File: src/rtl/async_bus_master.sv
module async_bus_master #(
  parameter int ADDR_W      = 16,
  parameter int DATA_W      = 16,
  parameter int CNT_W       = 4,
  parameter int SYNC_STAGES = 2
) (
  input  logic              clk,
  input  logic              rst_n,
  input  logic [CNT_W-1:0]  cfg_rd_lead,
  input  logic [CNT_W-1:0]  cfg_rd_active,
  input  logic [CNT_W-1:0]  cfg_rd_trail,
  input  logic [CNT_W-1:0]  cfg_wr_lead,
  input  logic [CNT_W-1:0]  cfg_wr_active,
  input  logic [CNT_W-1:0]  cfg_wr_trail,
  input  logic              cfg_double,
  input  logic              cfg_use_ready,
  input  logic              cfg_clk_en,
  input  logic [1:0]        cfg_size,
  input  logic              req_valid,
  input  logic              req_write,
  input  logic [ADDR_W-1:0] req_addr,
  input  logic [DATA_W-1:0] req_wdata,
  output logic              busy,
  output logic              done,
  output logic [DATA_W-1:0] rdata,
  output logic [ADDR_W-1:0] bus_addr,
  output logic [DATA_W-1:0] bus_dout,
  output logic              bus_doe,
  input  logic [DATA_W-1:0] bus_din,
  output logic              bus_cs_n,
  output logic              bus_rd_n,
  output logic              bus_wr_n,
  input  logic              bus_ready,
  output logic              bus_clk
);
  localparam int         LEN_W    = CNT_W + 2;
  localparam logic [1:0] SIZE_X16 = 2'b11;

  typedef enum logic [1:0] {IDLE, LEAD, ACTV, TRAIL} phase_t;

  phase_t                   ph;
  logic                     tick;
  logic                     clk_q;
  logic [SYNC_STAGES-1:0]   rdy_sync;
  logic [LEN_W-1:0]         cnt;
  logic [LEN_W-1:0]         act_len_q;
  logic [LEN_W-1:0]         trl_len_q;
  logic                     wr_q;
  logic                     rdy_en_q;
  logic [ADDR_W-1:0]        addr_q;
  logic [DATA_W-1:0]        wdata_q;
  logic [DATA_W-1:0]        rdata_q;
  logic                     done_q;

  function automatic logic [LEN_W-1:0] stretch(input logic [CNT_W-1:0] raw,
                                               input logic floor1,
                                               input logic dbl);
    logic [LEN_W-1:0] v;
    v = LEN_W'(raw);
    if (floor1 && raw == '0) v = LEN_W'(1);
    return dbl ? (v << 1) : v;
  endfunction

  wire [CNT_W-1:0] lead_raw  = req_write ? cfg_wr_lead   : cfg_rd_lead;
  wire [CNT_W-1:0] act_raw   = req_write ? cfg_wr_active : cfg_rd_active;
  wire [CNT_W-1:0] trail_raw = req_write ? cfg_wr_trail  : cfg_rd_trail;

  wire accept   = req_valid && tick && (ph == IDLE) && (cfg_size == SIZE_X16);
  wire rdy_ok   = !rdy_en_q || rdy_sync[SYNC_STAGES-1];
  wire cnt_zero = (cnt == '0);

  always_ff @(posedge clk) begin
    if (!rst_n) begin
      tick     <= 1'b0;
      clk_q    <= 1'b0;
      rdy_sync <= '0;
    end else begin
      tick     <= ~tick;
      rdy_sync <= {rdy_sync[SYNC_STAGES-2:0], bus_ready};
      if (!cfg_clk_en) clk_q <= 1'b0;
      else if (tick)   clk_q <= ~clk_q;
    end
  end

  always_ff @(posedge clk) begin
    if (!rst_n) begin
      ph        <= IDLE;
      cnt       <= '0;
      act_len_q <= '0;
      trl_len_q <= '0;
      wr_q      <= 1'b0;
      rdy_en_q  <= 1'b0;
      addr_q    <= '0;
      wdata_q   <= '0;
      rdata_q   <= '0;
      done_q    <= 1'b0;
    end else begin
      done_q <= 1'b0;
      unique case (ph)
        IDLE: if (accept) begin
          ph        <= LEAD;
          cnt       <= stretch(lead_raw, 1'b1, cfg_double) - LEN_W'(1);
          act_len_q <= stretch(act_raw, 1'b1, cfg_double);
          trl_len_q <= stretch(trail_raw, 1'b0, cfg_double);
          wr_q      <= req_write;
          rdy_en_q  <= cfg_use_ready;
          addr_q    <= req_addr;
          wdata_q   <= req_wdata;
        end
        LEAD: if (tick) begin
          if (cnt_zero) begin
            ph  <= ACTV;
            cnt <= act_len_q - LEN_W'(1);
          end else begin
            cnt <= cnt - LEN_W'(1);
          end
        end
        ACTV: if (tick) begin
          if (!cnt_zero) begin
            cnt <= cnt - LEN_W'(1);
          end else if (rdy_ok) begin
            if (!wr_q) rdata_q <= bus_din;
            if (trl_len_q == '0) begin
              ph     <= IDLE;
              done_q <= 1'b1;
            end else begin
              ph  <= TRAIL;
              cnt <= trl_len_q - LEN_W'(1);
            end
          end
        end
        TRAIL: if (tick) begin
          if (cnt_zero) begin
            ph     <= IDLE;
            done_q <= 1'b1;
          end else begin
            cnt <= cnt - LEN_W'(1);
          end
        end
        default: ph <= IDLE;
      endcase
    end
  end

  assign busy     = (ph != IDLE);
  assign done     = done_q;
  assign rdata    = rdata_q;
  assign bus_addr = addr_q;
  assign bus_dout = wdata_q;
  assign bus_doe  = busy && wr_q;
  assign bus_cs_n = (ph == IDLE);
  assign bus_rd_n = !((ph == ACTV) && !wr_q);
  assign bus_wr_n = !((ph == ACTV) && wr_q);
  assign bus_clk  = clk_q;
endmodule

File: config.mk
export PLATFORM = sky130hd
export DESIGN_NAME = async_bus_master
export DESIGN_NICKNAME = d
export VERILOG_FILES = /design/src/rtl/async_bus_master.sv
export SDC_FILE = /design/constraint.sdc
export NUM_CORES = 1
export LEC_CHECK = 0
export BUFFER_PORTS_ARGS = -buffer_cell sky130_fd_sc_hd__buf_2
export CAP_MARGIN = 20
export CORE_ASPECT_RATIO = 0.6
export CORE_MARGIN = 4
export CORE_UTILIZATION = 44
export CTS_CLUSTER_DIAMETER = 40
export DETAILED_ROUTE_END_ITERATION = 10
export MAX_ROUTING_LAYER = met4
export PLACE_DENSITY = 0.84
export SYNTH_ARGS = -nofsm -noshare
export SYNTH_HDL_FRONTEND = slang
export SYNTH_SLANG_ARGS = --single-unit
export TNS_END_PERCENT = 5
File: constraint.sdc
create_clock -name clk -period 1.8 [get_ports clk]
set_input_delay 0.09 -clock clk [delete_from_list [all_inputs] [get_ports clk]]
set_output_delay 0.09 -clock clk [all_outputs]
set_load 0.03 [all_outputs]
=== Word level (Yosys, flattened, before mapping) ===
Cells that the tools add are included.
W data, S select, Z words.

* Register bits: 75
* Logic and storage cells: 95

* Add/subtract/negate cells: 4
* Eq/ne operators: 15
* Muxes and demuxes: 38
* Bitwise gates (word level): 3
* Reductions and logical operators: 22

{| class="wikitable"
|+ Operators by type and width
! operator !! number
|-
| $mux W6 || 14
|-
| $pmux W6 S4 || 1
|-
| $sub A6 B1 Y6 const B || 4
|-
| $mux W4 || 5
|-
| $mux W2 || 9
|-
| $ne A2 B2 Y1 const B || 8
|-
| $logic_not A6 Y1 || 2
|-
| $logic_not A4 Y1 || 2
|-
| $pmux W2 S4 || 1
|-
| $reduce_and A8 Y1 || 1
|-
| $reduce_and A7 Y1 || 1
|-
| $eq A2 B2 Y1 const B || 3
|-
| $logic_and A1 B1 Y1 || 6
|-
| $mux W1 || 6
|-
| $ne A3 B3 Y1 const B || 2
|-
| $mux W5 || 1
|-
| $reduce_and A5 Y1 || 1
|-
| $logic_not A1 Y1 || 4
|-
| $reduce_and A2 Y1 || 2
|-
| $not A1 Y1 || 3
|-
| $eq A2 B1 Y1 const B || 1
|-
| $logic_not A2 Y1 || 1
|-
| $ne A2 B1 Y1 const B || 1
|-
| $pmux W1 S2 || 1
|-
| other kinds (2) || 2
|}

=== Longest topological paths before layout ===
* Depth in word-level cells: 10
* Mapped depth: 10
* Gate-level depth less buffers: 9

=== Worst setup path after synthesis ===
OpenSTA, ideal clock, no wires.

* Path kind: register to register
* Start point: register cnt[0]
* End point: register rdata_q[10] (netlist: rdata[10])
* Library setup time: 128 ps
* Arrival time: 1,799 ps
* Slack: -126 ps
* Cell stages (with the launch flop): 9
* Path buffers: 1
* Period minus slack after synthesis: 1,926 ps
* Cells stage by stage: dfxtp_1 > inv_1 > ha_1 > nor2b_1 > nand3_4 > nor3_4 > buf_12 > mux2i_1 > nor2_1

* Cells in the longest elaborated chain, start to end: 2

{| class="wikitable"
|+ Ends and longest elaborated chain
! element !! RTL line !! text
|-
| start, declared || 45 || <nowiki>logic [LEN_W-1:0] cnt;</nowiki>
|-
| start signal, assigned || 102 || <nowiki>cnt <= stretch(lead_raw, 1'b1, cfg_double) - LEN_W'(1);</nowiki>
|-
| start signal, assigned || 113 || <nowiki>cnt <= act_len_q - LEN_W'(1);</nowiki>
|-
| start signal, assigned || 115 || <nowiki>cnt <= cnt - LEN_W'(1);</nowiki>
|-
| $logic_not A6 Y1 || 70 || <nowiki>wire cnt_zero = (cnt == '0);</nowiki>
|-
| $reduce_and A5 Y1 (no source line) || - ||
|-
| end signal, assigned || 122 || <nowiki>if (!wr_q) rdata_q <= bus_din;</nowiki>
|-
| end, declared || 52 || <nowiki>logic [DATA_W-1:0] rdata_q;</nowiki>
|}

No other way between the ends.
A chain may end at the register's enable or synchronous reset.

=== Worst setup path after layout ===
* Start point: register trl_len_q[0]
* End point: register cnt[5]

* Cells in the longest elaborated chain, start to end: 6

{| class="wikitable"
|+ Ends and longest elaborated chain
! element !! RTL line !! text
|-
| start, declared || 47 || <nowiki>logic [LEN_W-1:0] trl_len_q;</nowiki>
|-
| start signal, assigned || 104 || <nowiki>trl_len_q <= stretch(trail_raw, 1'b0, cfg_double);</nowiki>
|-
| $sub A6 B1 Y6 || 128 || <nowiki>cnt <= trl_len_q - LEN_W'(1);</nowiki>
|-
| $mux W6 || 123 || <nowiki>if (trl_len_q == '0) begin</nowiki>
|-
| $mux W6 || 121 || <nowiki>end else if (rdy_ok) begin</nowiki>
|-
| $mux W6 || 119 || <nowiki>if (!cnt_zero) begin</nowiki>
|-
| $mux W6 || 118 || <nowiki>ACTV: if (tick) begin</nowiki>
|-
| $pmux W6 S4 || 99 || <nowiki>unique case (ph)</nowiki>
|-
| end signal, assigned || 102 ||
|-
| end signal, assigned || 120 || <nowiki>cnt <= cnt - LEN_W'(1);</nowiki>
|-
| end signal, assigned || 128 ||
|}

Parallel ways exist; a longest one is shown, timed or not. The select of a mux whose other input is x is not followed.

==> impl_results.md <==
- FF+latch count, synth: 73
- CTS Buffer Depth: 2
- Max-Slew Margin vs Limit: 65.3%
- Worst Path Arrival: 1930 ps
- Lkg Pwr: about 2.2 nW
- CP Class: reg2reg
- Vias in the first global route: around 3400
- Initial antenna violation count: 0
- Antenna cells: 0
- Sequential area share after synthesis: between 40% and 50%
- Hold/Removal Path Class: in2reg
- Final Util: between 60% and 70%
- Via count: ~3600
- Share of cells above drive strength 1: a little over a third
- IO Pins: around 140
- CTS Root Buffer Type: clkbuf_16
- CP endpoint kind: flop
- Final worst-path setup slack: 57.9 ps
- CTS tree: built
- Top cell type's share of synthesized area: 41.7%
- GR Util All Layers: a little over a fifth
- Core box area: between 0.007 and 0.008 mm²
- RSZ-0062 raised after global routing: true
- Crit Path Max Fanout: 6
- Hpwl dp: between 7000 and 8000 µm
- PD cells: approximately 830 mW/mm²
- Commonest cells post-synth: nand2_1, dfxtp_1, a21oi_1, mux2i_1, nor2_1
- # rows: 24
- # setup viols final: 0
- WP data required: just under 2000 ps
- Syn_area_per_cell: 8.41 µm²
- Pre-CTS setup slack: -42.2 ps
- DRT Pass-1 Iters: 4
- Final Hold Viols: 0
- Die W: 123 µm
- Layout Nets: 675
- Worst-Margin Slew: between 500 and 600 ps
- PortBufs: around 140
- DRT iter0 DRCs: ~170
- Area after DPL: between 0.004 and 0.005 mm²
- Clock skew: 6.71 ps
- Synth Cell Area: around 0.0035 mm²
- Final Cycle Share: 96.8%
- Clock sinks: 73
- First-pass GRT wire length: 16100 µm
- Largest net degree at the start of global routing: 35
- Average wire per standard cell: roughly 15 µm
- Chip Height: 77.2 µm
- Main synth FF type: dfxtp_1
- TNS Setup: 0 ps
- Min cycle time layout: between 1500 and 2000 ps
- Total Wirelength: ~10000 µm
- Most numerous cell in the Yosys netlist: nand2_1
- Number of vias per cell: 5.16
- Post-synth net total: 505
- H-tree depth reported by CTS: 3
- Worst vdd ir: roughly 0.56 mV
- Clk_lat worst skew: 330 ps
- GPL Wtd Cong: 0.902
- Starting Density: between 40% and 50%
- Filler cells: 613
- ANT nets after route: 0
- Synthesis-to-finish area growth: 44.5%
- Final Max Slew Viols: 0
- Ys async rst share: 0%
- Area leader, netlist: dfxtp_1
- Number of synthesized flops with an enable pin: 0
- Finished Cell Area: about 0.0051 mm²
- Die area: 0.00951 mm²
- Clock transition at the registers of the reported paths: ~60 ps
- Cells after Synth: ~420
- Area contributors post-synth: dfxtp_1, nand2_1, mux2i_1
- Global route overflow: 0
- TritonCTS buffer count: 9
- Fmax: roughly 570 MHz
- Status: finished, final reports clean
- Remaining DRCs: 0
- Synth warnings: 0
- MaxCap Viol Count: 0
- Startpoint types: flop
- Synth unique cells: 55
-- logic make-up after synthesis --
kind of cell / after synthesis / share of synthesized area (%)
flip-flops: 73 / 41.7
multiplexers: 33 / 9.56
adder cells (fa/ha/maj): 8 / 2.75
XOR/XNOR: 11 / 2.75
AND/OR/NAND/NOR: 162 / 21.9
buffers and inverters: 40 / 5.28
AO/OA/AOI/OAI: 90 / 16.1
-- cell usage in the layout (no fill, tap or decap), types with 4 or more instances in the layout --
| cell | count |
|---|---|
| xor2_1 | 7 |
| and2_1 | 4 |
| o211ai_1 | 4 |
| dfxtp_1 | 72 |
| mux2_2 | 4 |
| ha_1 | 5 |
| clkbuf_16 | 9 |
| nand2_1 | 85 |
| mux2i_1 | 29 |
| nor2_1 | 27 |
| nor3_1 | 9 |
| o21ai_0 | 5 |
| nand3_1 | 4 |
| inv_1 | 11 |
| buf_2 | 136 |
| dlygate4sd3_1 | 17 |
| a21oi_1 | 52 |
| buf_12 | 4 |
| buf_4 | 28 |
| nand2b_1 | 4 |
| xnor2_1 | 4 |
-- routing by layer --
metal	routed length, µm	vias to the layer above	GRT usage (%)
met5	0	-	-
met4	133	0	5.97
met3	1040	12	6.84
met2	4500	171	32.2
met1	4750	1622	28.5
li1	-	1789	-
-- state kept, by name, indices dropped and copies added, names as in the netlist --
signal / cells
rdata: 16
bus_dout: 16
tick: 1
act_len_q: 5
done: 1
trl_len_q: 5
ph: 2
bus_addr: 16
bus_clk: 1
wr_q: 1
rdy_en_q: 1
rdy_sync: 2
cnt: 6
-- through the flow --
step / cells / power (mW) / hold WS (ps)
2_1_floorplan: 417 / 2.01 / 217
3_3_place_gp: 663 / 2.24 / 304
3_5_place_dp: 663 / 2.25 / 302
4_1_cts: 695 / 4.21 / 0.868
5_1_grt: 696 / 4.38 / 5.26
6_report: 696 / 4.21 / 2.63
-- power breakdown --
| group | leakage [nW] | switching (mW) | internal [mW] |
|---|---|---|---|
| Combinational | 1.48 | 0.320 | 0.285 |
| Clock | 0.155 | 0.681 | 1.25 |
| Sequential | 0.591 | 0.0246 | 1.65 |
-- worst max-delay path, cell delays in order (launching register included) --
cell      delay (ps)
dfxtp_2          320
inv_1            100
ha_1             160
nor4b_4          240
nor3_2           100
o311a_4          430
a31oi_1          180
a311oi_1          70
-- path summary, 6_finish.rpt --
kind | from | end | slack [ps] | depth (start not counted)
worst max register to register | trl_len_q[0]$_SDFFE_PN0P_ | cnt[5]$_SDFFE_PN0P_ | 60 | 7
worst min register to register | rdy_sync[0]$_SDFF_PN0_ | rdy_sync[1]$_SDFF_PN0_ | 440 | 1
worst min-delay path | cfg_use_ready | rdy_en_q$_SDFFE_PN0P_ | 3 | 3
worst max-delay path | trl_len_q[0]$_SDFFE_PN0P_ | cnt[5]$_SDFFE_PN0P_ | 60 | 7
-- repair_timing --
item                                    in CTS  in global routing
buffers inserted                             0                  0
hold endpoints to repair                    16                  1
hold buffers                                16                  1
gates cloned                                 0                  0
endpoints found under the setup margin       2                 23
resized for setup                            2                 15
pin swaps                                    0                  7
-- cell type report --
class	instances	area, µm²	area share, %
Sequential cell	73	1460	28.9
Multi-Input combinational cell	304	1950	38.6
Timing Repair Buffer	185	1140	22.5
Clock inverter	6	88.8	1.75
Clock buffer	10	239	4.71
Inverter	14	52.6	1.04
Tap cell	104	130	2.57
No activity file was read; power rests on OpenSTA's default activity.
